[src/rtl/mcart_pkg.sv]
package mcart_pkg;
  parameter int OUTER_W = 3;
  parameter int INNER_W = 3;

  typedef struct packed {
    logic loadInner;
    logic loadCtrl;
  } strobe_t;

  typedef struct packed {
    logic               lockFlag;
    logic               diagFlag;
    logic               bankMode;
    logic               passThru;
    logic               ntVert;
    logic [OUTER_W-1:0] outerBank;
  } ctrl_t;
endpackage

[src/rtl/mcart_latch_ctrl.sv]
module mcart_latch_ctrl
  import mcart_pkg::*;
(
  input  logic    clk,
  input  logic    rst,
  input  logic    wrEn,
  input  logic    addrTop,
  input  logic    lockQ,
  output strobe_t strb
);
  logic accept;

  assign accept         = wrEn & addrTop;
  assign strb.loadInner = accept;
  assign strb.loadCtrl  = accept & ~lockQ;

  // a store aimed below the upper half is never taken
  assert_low_half_ignored_R1: assert property (@(posedge clk) disable iff (rst)
    !addrTop |-> !strb.loadInner && !strb.loadCtrl);
endmodule

[src/rtl/mcart_latch_dp.sv]
module mcart_latch_dp
  import mcart_pkg::*;
#(
  parameter int ADDR_W = 16,
  parameter int DATA_W = 8
) (
  input  logic                       clk,
  input  logic                       rst,
  input  strobe_t                    strb,
  input  logic [ADDR_W-1:0]          cpuAddr,
  input  logic [DATA_W-1:0]          cpuData,
  input  logic                       ppuA10,
  input  logic                       ppuA11,
  output logic                       lockQ,
  output logic [OUTER_W+INNER_W-1:0] prgAddrHi,
  output logic                       prgA1,
  output logic                       ciramA10
);
  localparam int HI_W = OUTER_W + INNER_W;
  localparam logic [INNER_W-1:0] TOP_BANK = '1;

  ctrl_t              ctrlQ, ctrlD;
  logic [INNER_W-1:0] innerQ;
  logic [INNER_W-1:0] innerEff;
  logic               winHigh;

  always_comb begin
    ctrlD                = ctrlQ;
    ctrlD.outerBank      = {cpuAddr[2], cpuData[4:3]};
    ctrlD.lockFlag       = cpuAddr[1];
    ctrlD.diagFlag       = cpuAddr[0];
    ctrlD.bankMode       = cpuData[7];
    ctrlD.passThru       = cpuData[6];
    ctrlD.ntVert         = cpuData[5];
  end

  always_ff @(posedge clk) begin
    if (rst) begin
      ctrlQ  <= '0;
      innerQ <= '0;
    end else begin
      if (strb.loadCtrl)  ctrlQ  <= ctrlD;
      if (strb.loadInner) innerQ <= cpuData[INNER_W-1:0];
    end
  end

  assign winHigh = cpuAddr[14];

  always_comb begin
    unique case ({ctrlQ.bankMode, ctrlQ.passThru})
      2'b00:   innerEff = winHigh ? TOP_BANK : innerQ;
      2'b01:   innerEff = winHigh ? TOP_BANK : {innerQ[INNER_W-1:1], 1'b0};
      2'b10:   innerEff = innerQ;
      default: innerEff = {innerQ[INNER_W-1:1], winHigh};
    endcase
  end

  assign prgAddrHi = {ctrlQ.outerBank, innerEff};
  assign prgA1     = cpuAddr[1] | ctrlQ.diagFlag;
  assign ciramA10  = ctrlQ.ntVert ? ppuA10 : ppuA11;
  assign lockQ     = ctrlQ.lockFlag;

  // a locked register never receives a control load
  assert_locked_no_ctrl_R3: assert property (@(posedge clk) disable iff (rst)
    lockQ |-> !strb.loadCtrl);
  // control fields hold across a store made while locked
  assert_locked_fields_stable_R3: assert property (@(posedge clk) disable iff (rst)
    lockQ && strb.loadInner |=> $stable(ctrlQ));
  // inner bank captures the low data bits on every accepted store
  assert_inner_capture_R2: assert property (@(posedge clk) disable iff (rst)
    strb.loadInner |=> innerQ == $past(cpuData[INNER_W-1:0]));
  // fixed high window in the switchable layouts
  assert_high_window_R5: assert property (@(posedge clk) disable iff (rst)
    !ctrlQ.bankMode && winHigh |-> prgAddrHi[INNER_W-1:0] == TOP_BANK);
  // defective layout never selects an odd bank in the low window
  assert_defect_even_R6: assert property (@(posedge clk) disable iff (rst)
    !ctrlQ.bankMode && ctrlQ.passThru && !winHigh |-> !prgAddrHi[0]);
  // diagnostic flag holds A1 high
  assert_diag_a1_R10: assert property (@(posedge clk) disable iff (rst)
    ctrlQ.diagFlag |-> prgA1);

  logic unusedBits;
  assign unusedBits = ^{cpuAddr[ADDR_W-1:15], cpuAddr[13:3], cpuData[DATA_W-1:5], HI_W[0]};
endmodule

[src/rtl/mcart_bank_latch.sv]
module mcart_bank_latch
  import mcart_pkg::*;
(
  input  logic        clk,
  input  logic        rst,
  input  logic        wrEn,
  input  logic [15:0] cpuAddr,
  input  logic [7:0]  cpuData,
  input  logic        ppuA10,
  input  logic        ppuA11,
  output logic [5:0]  prgAddrHi,
  output logic        prgA1,
  output logic        ciramA10
);
  strobe_t strb;
  logic    lockQ;

  mcart_latch_ctrl i_ctrl (
    .clk     (clk),
    .rst     (rst),
    .wrEn    (wrEn),
    .addrTop (cpuAddr[15]),
    .lockQ   (lockQ),
    .strb    (strb)
  );

  mcart_latch_dp #(.ADDR_W(16), .DATA_W(8)) i_dp (
    .clk       (clk),
    .rst       (rst),
    .strb      (strb),
    .cpuAddr   (cpuAddr),
    .cpuData   (cpuData),
    .ppuA10    (ppuA10),
    .ppuA11    (ppuA11),
    .lockQ     (lockQ),
    .prgAddrHi (prgAddrHi),
    .prgA1     (prgA1),
    .ciramA10  (ciramA10)
  );
endmodule

[config.mk]
export PLATFORM = sky130hd
export DESIGN_NAME = mcart_bank_latch
export DESIGN_NICKNAME = d
export VERILOG_FILES = /design/src/rtl/mcart_pkg.sv /design/src/rtl/mcart_latch_ctrl.sv /design/src/rtl/mcart_latch_dp.sv /design/src/rtl/mcart_bank_latch.sv
export SDC_FILE = /design/constraint.sdc
export NUM_CORES = 1
export LEC_CHECK = 0
export BUFFER_PORTS_ARGS = -buffer_cell sky130_fd_sc_hd__buf_2
export CAP_MARGIN = 20
export CELL_PAD_IN_SITES_DETAIL_PLACEMENT = 0
export CELL_PAD_IN_SITES_GLOBAL_PLACEMENT = 1
export CORE_UTILIZATION = 28
export CTS_CLUSTER_SIZE = 20
export DETAILED_ROUTE_END_ITERATION = 16
export PLACE_DENSITY = 0.8
export SLEW_MARGIN = 20
export SYNTH_ARGS = -nofsm -noshare
export SYNTH_HDL_FRONTEND = slang
export SYNTH_SLANG_ARGS = --single-unit
[constraint.sdc]
create_clock -name clk -period 1.03 [get_ports clk]
set_input_delay 0.206 -clock clk [delete_from_list [all_inputs] [get_ports clk]]
set_output_delay 0.206 -clock clk [all_outputs]
set_load 0.05 [all_outputs]
==> results of run 1 <==
worst max path at each step:
| stage | start | endpoint | slack [ps] | depth (start not counted) |
|---|---|---|---|---|
| floorplan | i_dp.ctrlQ[5] | prgAddrHi[1] | 9 | 2 |
| global placement | i_dp.ctrlQ[3] | ciramA10 | -20 | 2 |
| detailed placement | i_dp.ctrlQ[4] | prgAddrHi[0] | -40 | 3 |
| CTS | i_dp.ctrlQ[4] | prgAddrHi[0] | -270 | 3 |
| global route | i_dp.ctrlQ[4] | prgAddrHi[0] | -300 | 3 |
| finish | i_dp.ctrlQ[4] | prgAddrHi[0] | -250 | 3 |
cell families (layout without fill, tap and decap cells):
family / count (synthesis) / after routing
DFF: 11 / 11
and+or+nand+nor: 24 / 24
AOI/OAI and AO/OA: 8 / 8
buffers and inverters: 8 / 31
muxes: 8 / 8
worst max-delay path, stage by stage (launching register included):
cell and delay, ps:
dfxtp_2 330, nand2b_4 120, a22o_2 220, buf_8 150
power by group through the flow:
stage / Combinational [mW] / Sequential [mW] / Clock (mW)
2_1_floorplan: 0.181 / 0.464 / 0
3_3_place_gp: 0.228 / 0.467 / 0
3_5_place_dp: 0.232 / 0.467 / 0
4_1_cts: 0.284 / 0.462 / 0.301
5_1_grt: 0.310 / 0.466 / 0.321
6_report: 0.291 / 0.463 / 0.279
final cells by class:
class                      instances  area [µm²]  area share, %
tap                               25        31.3           3.81
sequential                        11         226           27.6
multi-input combinational         40         327           39.8
clock buffer                       4        26.3           3.20
timing repair buffer              26         206           25.2
inverter                           1        3.75          0.457
repair_timing:
| item | CTS | global route |
|---|---|---|
| setup endpoints to repair | 8 | 9 |
| setup buffers | 0 | 0 |
| pin swaps | 2 | 0 |
| gates resized for setup | 25 | 6 |
state kept, by name (all words and copies together), names as in the netlist:
name / count
i_dp.ctrlQ: 4
i_dp.innerQ: 3
i_dp.prgAddrHi: 3
i_dp.lockQ: 1
per-layer routing:
metal  up-vias  global-route usage [%]
met3         0                    6.92
met5         -                       0
met2        21                    18.1
li1        237                       -
met4         0                    3.43
met1       199                    13.2
synthesized netlist by cell type:
cell type	n	area (µm²)
a22o_1	1	8.76
or2_2	1	6.26
clkbuf_1	1	3.75
dfxtp_1	11	220
a21oi_1	3	15.0
nand2b_1	18	113
buf_6	3	33.8
mux2_2	1	11.3
and3b_1	1	8.76
nand3_1	3	15.0
buf_4	3	22.5
a21bo_2	3	30.0
nor2_1	1	3.75
inv_1	1	3.75
a31oi_1	1	6.26
mux2i_1	7	70.1
per-stage QoR:
step	cell area (µm²)	util, %	hold WS, ps	power, mW
after floorplan	573	-	353	0.645
after global placement	689	37.9	443	0.695
after detailed placement	689	37.9	454	0.699
after CTS	800	43.9	180	1.05
after global routing	821	45.1	183	1.10
final	821	45.1	191	1.03
==> summary.txt, run 1 <==
Job
  – Total of max-cap violations: 0

Logic synthesis
  – Avg Cell Area, Syn: 9.69 µm²
  – Post-synthesis net count: 88
  – Fraction of the mapped netlist area in adder cells: 0%
  – #FFs+latches synth: 11
  – Cell area after synthesis: 572 µm²
  – Largest family of logic cells by synthesized area: simple AND/OR/NAND/NOR gates
  – Yosys warns: 0
  – Mux cell area share after synthesis: 14.2%
  – Post-synthesis cell count: 59
  – Synth unique cells: 16
  – Synth Area in Compound Gates: 10.5%
  – Xor/xnor share of the synthesized area: 0%
  – Synth Area in Simple Gates: 25.6%
  – Sequential-to-total area share from yosys stat: a little under 40%

Timing
  – Final setup fails: 5
  – Worst slew pin tran: 235 ps
  – Setup TNS: -942 ps
  – Relative max-transition margin: 84.4%
  – Final WS setup: -251 ps
  – Hold Vio Cnt, Final: 0
  – Final period util: 124%
  – Slew Limit Fails: 0
  – Max Freq: 780 MHz
  – Clock Skew: 2.66 ps
  – Final critical-path required period: approximately 1300 ps
  – RSZ-0062 raised after global routing: yes

Detailed routing
  – Drt first pass iters: 1
  – DRC Markers: 0
  – Highest metal used: met3
  – Vias: 457
  – Routed WL: 1050 µm
  – Metal-1 WL: approximately 460 µm
  – Wire per inst: around 9.8 µm
  – Initial DRC Count: 0
  – Metal3 WL: 78 µm
  – DR vias/cell: about 4.3
  – Detail Route met2 WL: roughly 510 µm
  – Antenna Nets Post-Route: 0

Min path
  – Worst hold start: cpuData[5]
  – Hold Path Class: primary input to flip-flop
  – Hold path depth: 3
  – Hold EP: i_dp.ctrlQ[3]

Critical path
  – Max FO, Critical Path: 3
  – Reg2reg path depth: 3
  – CP endpoint kind: output port
  – CP Launch Type: flip-flop
  – Flop-to-flop setup slack: 100 ps
  – Crit path kind: flip-flop to output port
  – WP data arrival: roughly 1100 ps
  – WP data required: 820 ps
  – FF-to-FF Start: i_dp.lockQ
  – FF-to-FF End: i_dp.ctrlQ[4]

Clocking
  – Hold-fix buffers, CTS: 0
  – Clock root buffer: clkbuf_4
  – CTS buffer count: 3
  – Clk Latency, worst-skew pair: 260 ps
  – Clk sinks: 11
  – H-tree Lvls: 1
  – Clk slew on worst S/H paths: 70 ps
  – CTS tree: built
  – CTS Buffer Depth: 2

Cells and area
  – Number of nets in the layout: around 110
  – FILL cells: slightly below 200
  – Area growth from synthesis to layout: 43.5%
  – Finished Layout Cells: about 110
  – Most frequent cells in the layout: 17 x buf_2, 14 x nand2b_1, 7 x mux2i_1
  – Commonest non-fill, non-tap cell in the layout: buf_2
  – N_diodes: 0
  – Share of post-route cells with drive strength above 1: between 50% and 60%

Die
  – Die span in y: 47.2 µm
  – Die width: roughly 47 µm
  – Die ar.: 0.00223 mm²
  – IO Pins: 37
  – Starting density of the core: a little under a third
  – Core Footprint: 0.00182 mm²
  – # rows: 15

Global routing
  – GR Overflow Total: 0
  – Total GRT Usage: 11.5%
  – Initial antenna violation count: 0
  – Largest net degree at the start of global routing: 19
  – Global-route wire length before repair: 1730 µm
  – Vias in the first global route: ~430

Pwr
  – Max VDD drop: slightly below 600 µV
  – Logic gate share of total power: 28.1%
  – Switching share of power: 28.3%
  – Switch Pwr: about 0.29 mW
  – Clock power frac: a little over a quarter
  – Internal: 0.740 mW
  – Cell leakage power: 0.352 nW
  – Cell area power density: 1260 mW/mm²
  – Register share of total power: 44.8%

Status
  – Failing checks: negative setup slack
  – Outcome: finished with violations

Place
  – HPWL Detailed: 731 µm
  – Gp weighted congestion: roughly 0.70
  – Port buffer count: 25
  – Dpl ws: -36.1 ps
  – Cell Count Post-Placement: ~100
Note: power is estimated with default switching activity, not from simulation.
==> run 2, diff against run 1 <==
--- a/config.mk
+++ b/config.mk
@@ -8,3 +8,3 @@
 export BUFFER_PORTS_ARGS = -buffer_cell sky130_fd_sc_hd__buf_2
-export CAP_MARGIN = 20
+export CAP_MARGIN = 15
 export CELL_PAD_IN_SITES_DETAIL_PLACEMENT = 0
--- a/constraint.sdc
+++ b/constraint.sdc
@@ -3,2 +3,2 @@
 set_output_delay 0.206 -clock clk [all_outputs]
-set_load 0.05 [all_outputs]
+set_load 0.02 [all_outputs]
==> run 2 against run 1 <==
  * The run still ends with negative setup slack left
  * Register-to-register slack got worse by 20 ps
  * Combinational power is 22% lower
  * Sequential share of layout area up 0.71 points
  * Final cell count increased by 1.9%
  * Clock skew fell by 0.69 ps
  * Worst hold slack got worse by 2.3 ps
  * Final area decreased by 2.0%
  * Via count is 2.2% higher
  * Setup slack improved by 33 ps
  * Power down 5.1%
  * Sequential power about the same
  * Routed wire length grew 3.9%
  * Critical path type unchanged
  * Highest routed layer is now met4
==> summary.txt, run 2 (same netlist as run 1, synthesis figures left out) <==
Critical path
  – Flop-to-flop setup slack: 80 ps (-20 ps)
  – CP Launch Type: flip-flop
  – WP data arrival: 1040 ps (-40 ps)
  – CP endpoint kind: output port
  – WP data required: 820 ps (about the same)
  – FF-to-FF End: i_dp.prgAddrHi[3]
  – Slowest CP cell: dfxtp_2
  – Reg2reg path depth: 3 (unchanged)
  – Crit path cell chain: mux2_4 > buf_6
  – Max FO, Critical Path: 2 (-1)
  – FF-to-FF Start: i_dp.lockQ
  – Crit path kind: flip-flop to output port
  – Delay of the slowest critical-path stage: 350 ps (+20 ps)

Global routing
  – Vias in the first global route: 406 (-4.5%)
  – Largest net degree at the start of global routing: 19 (unchanged)
  – GR Overflow Total: 0 (unchanged)
  – Total GRT Usage: 11.3% (-0.24 points)
  – Initial antenna violation count: 0 (unchanged)
  – Global-route wire length before repair: 1700 µm (-1.2%)

Cells and area
  – Area growth from synthesis to layout: 40.7%
  – Finished Layout Cells: 109 (+1.9%)
  – N_diodes: 0 (unchanged)
  – Most frequent cells in the layout: 20 x buf_2, 14 x nand2b_1, 7 x mux2i_1, 7 x dfxtp_1, 5 x buf_6
  – Share of post-route cells with drive strength above 1: 52.4% (-2.5 points)
  – Number of nets in the layout: 114 (+1.8%)
  – Commonest non-fill, non-tap cell in the layout: buf_2
  – Top reg by flops: i_dp.ctrlQ
  – Max reg flops: 4 (unchanged)

Detailed routing
  – DRC Markers: 0 (unchanged)
  – Detail Route met2 WL: 553 µm (+8.2%)
  – Highest metal used: met4
  – Metal3 WL: 68 µm (-13%)
  – Initial DRC Count: 7 (+7)
  – Vias: 467 (+2.2%)
  – Wire per inst: 10.0 µm (+2.0%)
  – Antenna Nets Post-Route: 0 (unchanged)
  – Drt first pass iters: 4 (+3)
  – Routed WL: 1090 µm (+3.9%)
  – DR vias/cell: 4.28 (+0.31%)
  – Metal-1 WL: 458 µm (-0.43%)

Timing
  – RSZ-0062 raised after global routing: yes
  – Final period util: 121% (-3.2 points)
  – Relative max-transition margin: 84.6% (+0.22 points)
  – Max Freq: 801 MHz (+2.6%)
  – Final setup fails: 5 (unchanged)
  – Worst slew pin tran: 231 ps (-3.33 ps)
  – Setup TNS: -826 ps (+116 ps)
  – Hold Vio Cnt, Final: 0 (unchanged)
  – Clock Skew: 1.98 ps (-0.688 ps)
  – Final critical-path required period: 1250 ps (-32.6 ps)
  – Final hold slack: 189 ps (-2.26 ps)
  – Slew Limit Fails: 0 (unchanged)
  – Final WS setup: -219 ps (+32.6 ps)

Clocking
  – CTS buffer count: 3 (unchanged)
  – Clk sinks: 11 (unchanged)
  – Hold-fix buffers, CTS: 0 (unchanged)
  – CTS Buffer Depth: 2 (unchanged)
  – H-tree Lvls: 1 (unchanged)
  – CTS tree: built
  – Clock root buffer: clkbuf_4
  – Clk slew on worst S/H paths: 70 ps (about the same)
  – Clk Latency, worst-skew pair: 260 ps (about the same)
  – Post-CTS Setup Repair Bufs: 0 (unchanged)

Min path
  – Hold EP: i_dp.innerQ[2]
  – Hold Path Class: primary input to flip-flop
  – Worst hold start: cpuData[2]
  – Hold path depth: 3 (unchanged)

Pwr
  – Max VDD drop: 782 µV (+31%)
  – Cell leakage power: 0.354 nW (+0.80%)
  – Overall Power: 0.980 mW (-5.1%)
  – Cell area power density: 1220 mW/mm² (-3.2%)

Die
  – Die width: 47.2 µm (unchanged)
  – Die ar.: 0.00223 mm² (unchanged)
  – Starting density of the core: 31.4% (unchanged)
  – Die span in y: 47.2 µm (unchanged)
  – # rows: 15 (unchanged)
  – Core Footprint: 0.00182 mm² (unchanged)
  – IO Pins: 37 (unchanged)

Place
  – Cell Count Post-Placement: 105 (+1.9%)
  – Gp weighted congestion: 0.699 (about the same)
  – Port buffer count: 25 (unchanged)
  – Dpl ws: 15.8 ps (+51.9 ps)

Status
  – Failing checks: negative setup slack
  – Outcome: finished with violations

Job
  – Total of max-cap violations: 0 (unchanged)
## run 2: metal layers
layer,vias up,track usage (%)
li1,241,-
met1,209,13.4
met2,15,17.2
met3,2,3.08
met4,0,8.57
met5,-,0
## run 2: final cells by class
cell class | instances | area (µm²)
inverter | 1 | 3.75
clock buffer | 4 | 26.3
sequential | 11 | 228
tap | 25 | 31.3
multi-input combinational | 40 | 324
fill | 183 | 1020
timing repair buffer | 28 | 191
## run 2: how the worst max path moves through the flow
| stage | from | endpoint | slack (ps) | cells past startpoint |
|---|---|---|---|---|
| 2_1_floorplan | i_dp.ctrlQ[3] | ciramA10 | 130 | 1 |
| 3_3_place_gp | i_dp.ctrlQ[3] | ciramA10 | 40 | 2 |
| 3_5_place_dp | i_dp.ctrlQ[3] | ciramA10 | 20 | 2 |
| 4_1_cts | i_dp.ctrlQ[3] | ciramA10 | -230 | 2 |
| 5_1_grt | i_dp.ctrlQ[4] | prgAddrHi[0] | -260 | 3 |
| 6_report | i_dp.ctrlQ[3] | ciramA10 | -220 | 2 |
## run 2: repair_timing
item	CTS	global route
gates resized for setup	19	2
hold endpoints to repair	0	0
pin swaps	2	0
cloned	0	0
setup endpoints to repair	5	5
## run 2: stage by stage
stage                     cell area [µm²]  util (%)
after CTS                             790      43.4
final                                 805      44.2
after global routing                  805      44.2
after detailed placement              703      38.6
after floorplan                       572         -
after global placement                703      38.6
## run 2: worst max-delay path, delay by kind of cell, from the launching register on
kind	cells	cell delay, ps
DFF	1	350
muxes	1	300
buffers and inverters	1	130
## run 2: where the power goes
| part | switching, mW | internal (mW) |
|---|---|---|
| Combinational | 0.0974 | 0.130 |
| Clock | 0.143 | 0.150 |
| Sequential | 0.0129 | 0.447 |
| Total | 0.254 | 0.727 |
==> run 3, diff against run 2 <==
- CORE_ASPECT_RATIO: unset -> 1.75
- CORE_UTILIZATION: 28 -> 25
- PLACE_DENSITY: 0.8 -> 0.76
- clock period: 1.03 -> 1.01 ns (I/O delays scaled with it)
==> run 3 against run 2 <==
  * The flow still finishes with violations (negative setup slack)
  * Clock-buffer cell count stayed put
  * Critical path depth stayed put
  * Worst hold slack better by 2.6 ps
  * Sequential power is 2% higher
  * Routed wire length is 2.6% lower
  * Sequential share of layout area hardly changed
  * Critical endpoint unchanged
  * Via count is 3.9% higher
  * Clock skew is 1.7 ps higher
  * Final cell count is 0.92% higher
  * Largest cell class unchanged
==> summary.txt, run 3 (same netlist as run 1, synthesis figures left out) <==
Die
  – IO Pins: 37 (unchanged)
  – Starting density of the core: 27.0% (-4.4 points)
  – Die width: 38.2 µm (-19%)
  – Die span in y: 65.3 µm (+38%)
  – Die ar.: 0.00249 mm² (+12%)
  – # rows: 22 (+7)
  – Core Footprint: 0.00212 mm² (+16%)

Clocking
  – Clk slew on worst S/H paths: 70 ps (about the same)
  – Clk Latency, worst-skew pair: 260 ps (about the same)
  – CTS tree: built
  – Clk sinks: 11 (unchanged)
  – CTS Buffer Depth: 2 (unchanged)
  – CTS buffer count: 3 (unchanged)
  – H-tree Lvls: 1 (unchanged)
  – Clock root buffer: clkbuf_4

Detailed routing
  – DRC Markers: 0 (unchanged)
  – Drt first pass iters: 3 (-1)
  – Initial DRC Count: 7 (unchanged)
  – Vias: 485 (+3.9%)
  – Wire per inst: 9.66 µm (-3.5%)
  – Routed WL: 1060 µm (-2.6%)
  – DR vias/cell: 4.41 (+2.9%)
  – Antenna Nets Post-Route: 0 (unchanged)

Pwr
  – Cell area power density: 1220 mW/mm² (+0.27%)
  – Cell leakage power: 0.361 nW (+2.0%)
  – Overall Power: 0.985 mW (+0.42%)
  – Max VDD drop: 569 µV (-27%)

Critical path
  – Reg2reg path depth: 3 (unchanged)
  – Critical path depth: 2 (unchanged)
  – Setup crit start: i_dp.ctrlQ[3]
  – Delay of the slowest critical-path stage: 340 ps (about the same)
  – Crit path capture: ciramA10
  – FF-to-FF End: i_dp.ctrlQ[6]
  – Crit path kind: flip-flop to output port
  – CP Launch Type: flip-flop
  – WP data arrival: 1030 ps (about the same)
  – Max FO, Critical Path: 2 (unchanged)
  – Flop-to-flop setup slack: 60 ps (-20 ps)
  – Crit path cell chain: mux2_4 > buf_6
  – CP endpoint kind: output port
  – Worst Path Buf+Inv: 1 (unchanged)
  – WP data required: 810 ps (about the same)
  – FF-to-FF Start: i_dp.lockQ
  – Slowest CP cell: dfxtp_2
  – Cell family with most CP delay: flip-flops

Timing
  – Slew Limit Fails: 0 (unchanged)
  – Clock Skew: 3.68 ps (+1.70 ps)
  – Final WS setup: -218 ps (+0.617 ps)
  – Final period util: 122%
  – Max Freq: 814 MHz
  – Worst slew pin tran: 231 ps (-0.0858 ps)
  – Relative max-transition margin: 84.6% (about the same)
  – Hold Vio Cnt, Final: 0 (unchanged)
  – Final setup fails: 5 (unchanged)
  – Final critical-path required period: 1230 ps
  – RSZ-0062 raised after global routing: yes

Global routing
  – M3 GR Usage: 2.03% (-1.0 points)
  – Most crowded layer after global routing: met2
  – Met2 usage: 16.3% (-0.91 points)
  – Total GRT Usage: 9.33% (-2.0 points)
  – Global-route wire length before repair: 1680 µm (-1.6%)
  – Largest net degree at the start of global routing: 19 (unchanged)
  – GR Overflow Total: 0 (unchanged)
  – GR Util met1: 9.51% (-3.9 points)
  – Initial antenna violation count: 0 (unchanged)
  – Vias in the first global route: 453 (+12%)

Place
  – Gp weighted congestion: 0.549 (-22%)
  – Port buffer count: 25 (unchanged)
  – Dpl ws: 9.71 ps (-6.05 ps)

Status
  – Failing checks: negative setup slack
  – Outcome: finished with violations

Cells and area
  – Top reg by flops: i_dp.ctrlQ
  – Commonest non-fill, non-tap cell in the layout: buf_2
  – Max reg flops: 4 (unchanged)
  – FILL cells: 229 (+25%)
  – Area growth from synthesis to layout: 40.9%
  – Most frequent cells in the layout: 20 x buf_2, 14 x nand2b_1, 7 x mux2i_1, 7 x dfxtp_1
  – N_diodes: 0 (unchanged)
  – Share of post-route cells with drive strength above 1: 53.5% (+1.1 points)
  – Number of nets in the layout: 116 (+1.8%)

Job
  – Total of max-cap violations: 0 (unchanged)

Min path
  – Hold path depth: 3 (unchanged)
  – Hold Path Class: primary input to flip-flop
-- run 3: final cells by class --
class / count / area, µm² / area share, %
clock buffers: 4 / 26.3 / 3.26
inverters: 1 / 3.75 / 0.466
multi-input cells: 40 / 324 / 40.2
flip-flops and latches: 11 / 228 / 28.3
well taps: 24 / 30.0 / 3.73
repair buffers: 30 / 194 / 24.1
-- run 3: worst min-delay path by stage --
stage	from	end	slack [ps]
3_5_place_dp	i_dp.lockQ	i_dp.lockQ	450
2_1_floorplan	cpuData[0]	i_dp.innerQ[0]	350
3_3_place_gp	i_dp.lockQ	i_dp.lockQ	440
6_report	cpuData[6]	i_dp.ctrlQ[4]	190
5_1_grt	cpuData[3]	i_dp.prgAddrHi[3]	200
4_1_cts	cpuData[6]	i_dp.ctrlQ[4]	190
-- run 3: timing repair --
| action | 4_1_cts | 5_1_grt |
|---|---|---|
| pin swaps | 2 | 0 |
| setup buffers | 0 | 1 |
| hold buffers | 0 | 0 |
| endpoints found under the setup margin | 5 | 5 |
| resized for setup | 19 | 2 |
-- run 3: report_power, final --
part	total [mW]	leakage, nW	internal [mW]	switching [mW]
clock network	0.286	0.0150	0.152	0.133
registers	0.469	0.0920	0.456	0.0132
logic	0.230	0.254	0.132	0.0980
-- run 3: stage by stage --
step / area [µm²] / hold slack [ps] / setup TNS, ps / std cells / util [%]
after floorplan: 572 / 349 / 0 / 59 / -
final: 806 / 191 / -843 / 110 / 38.0
after global routing: 806 / 196 / -1020 / 110 / 38.0
after detailed placement: 697 / 453 / 0 / 105 / 32.9
after global placement: 697 / 438 / 0 / 105 / 32.9
after CTS: 783 / 191 / -873 / 109 / 37.0
-- run 3: layer usage --
metal  up-vias  part of all wire, %
li1        249                    -
met1       215                   40
met2        19                   54
met3         2                  4.9
met4         0                 0.94
met5         -                    0
-- run 3: worst register-to-register path, cell delays in order, from the launching register on --
cell     delay, ps
dfxtp_1        300
and3b_1        230
buf_4          150
mux2i_1        190
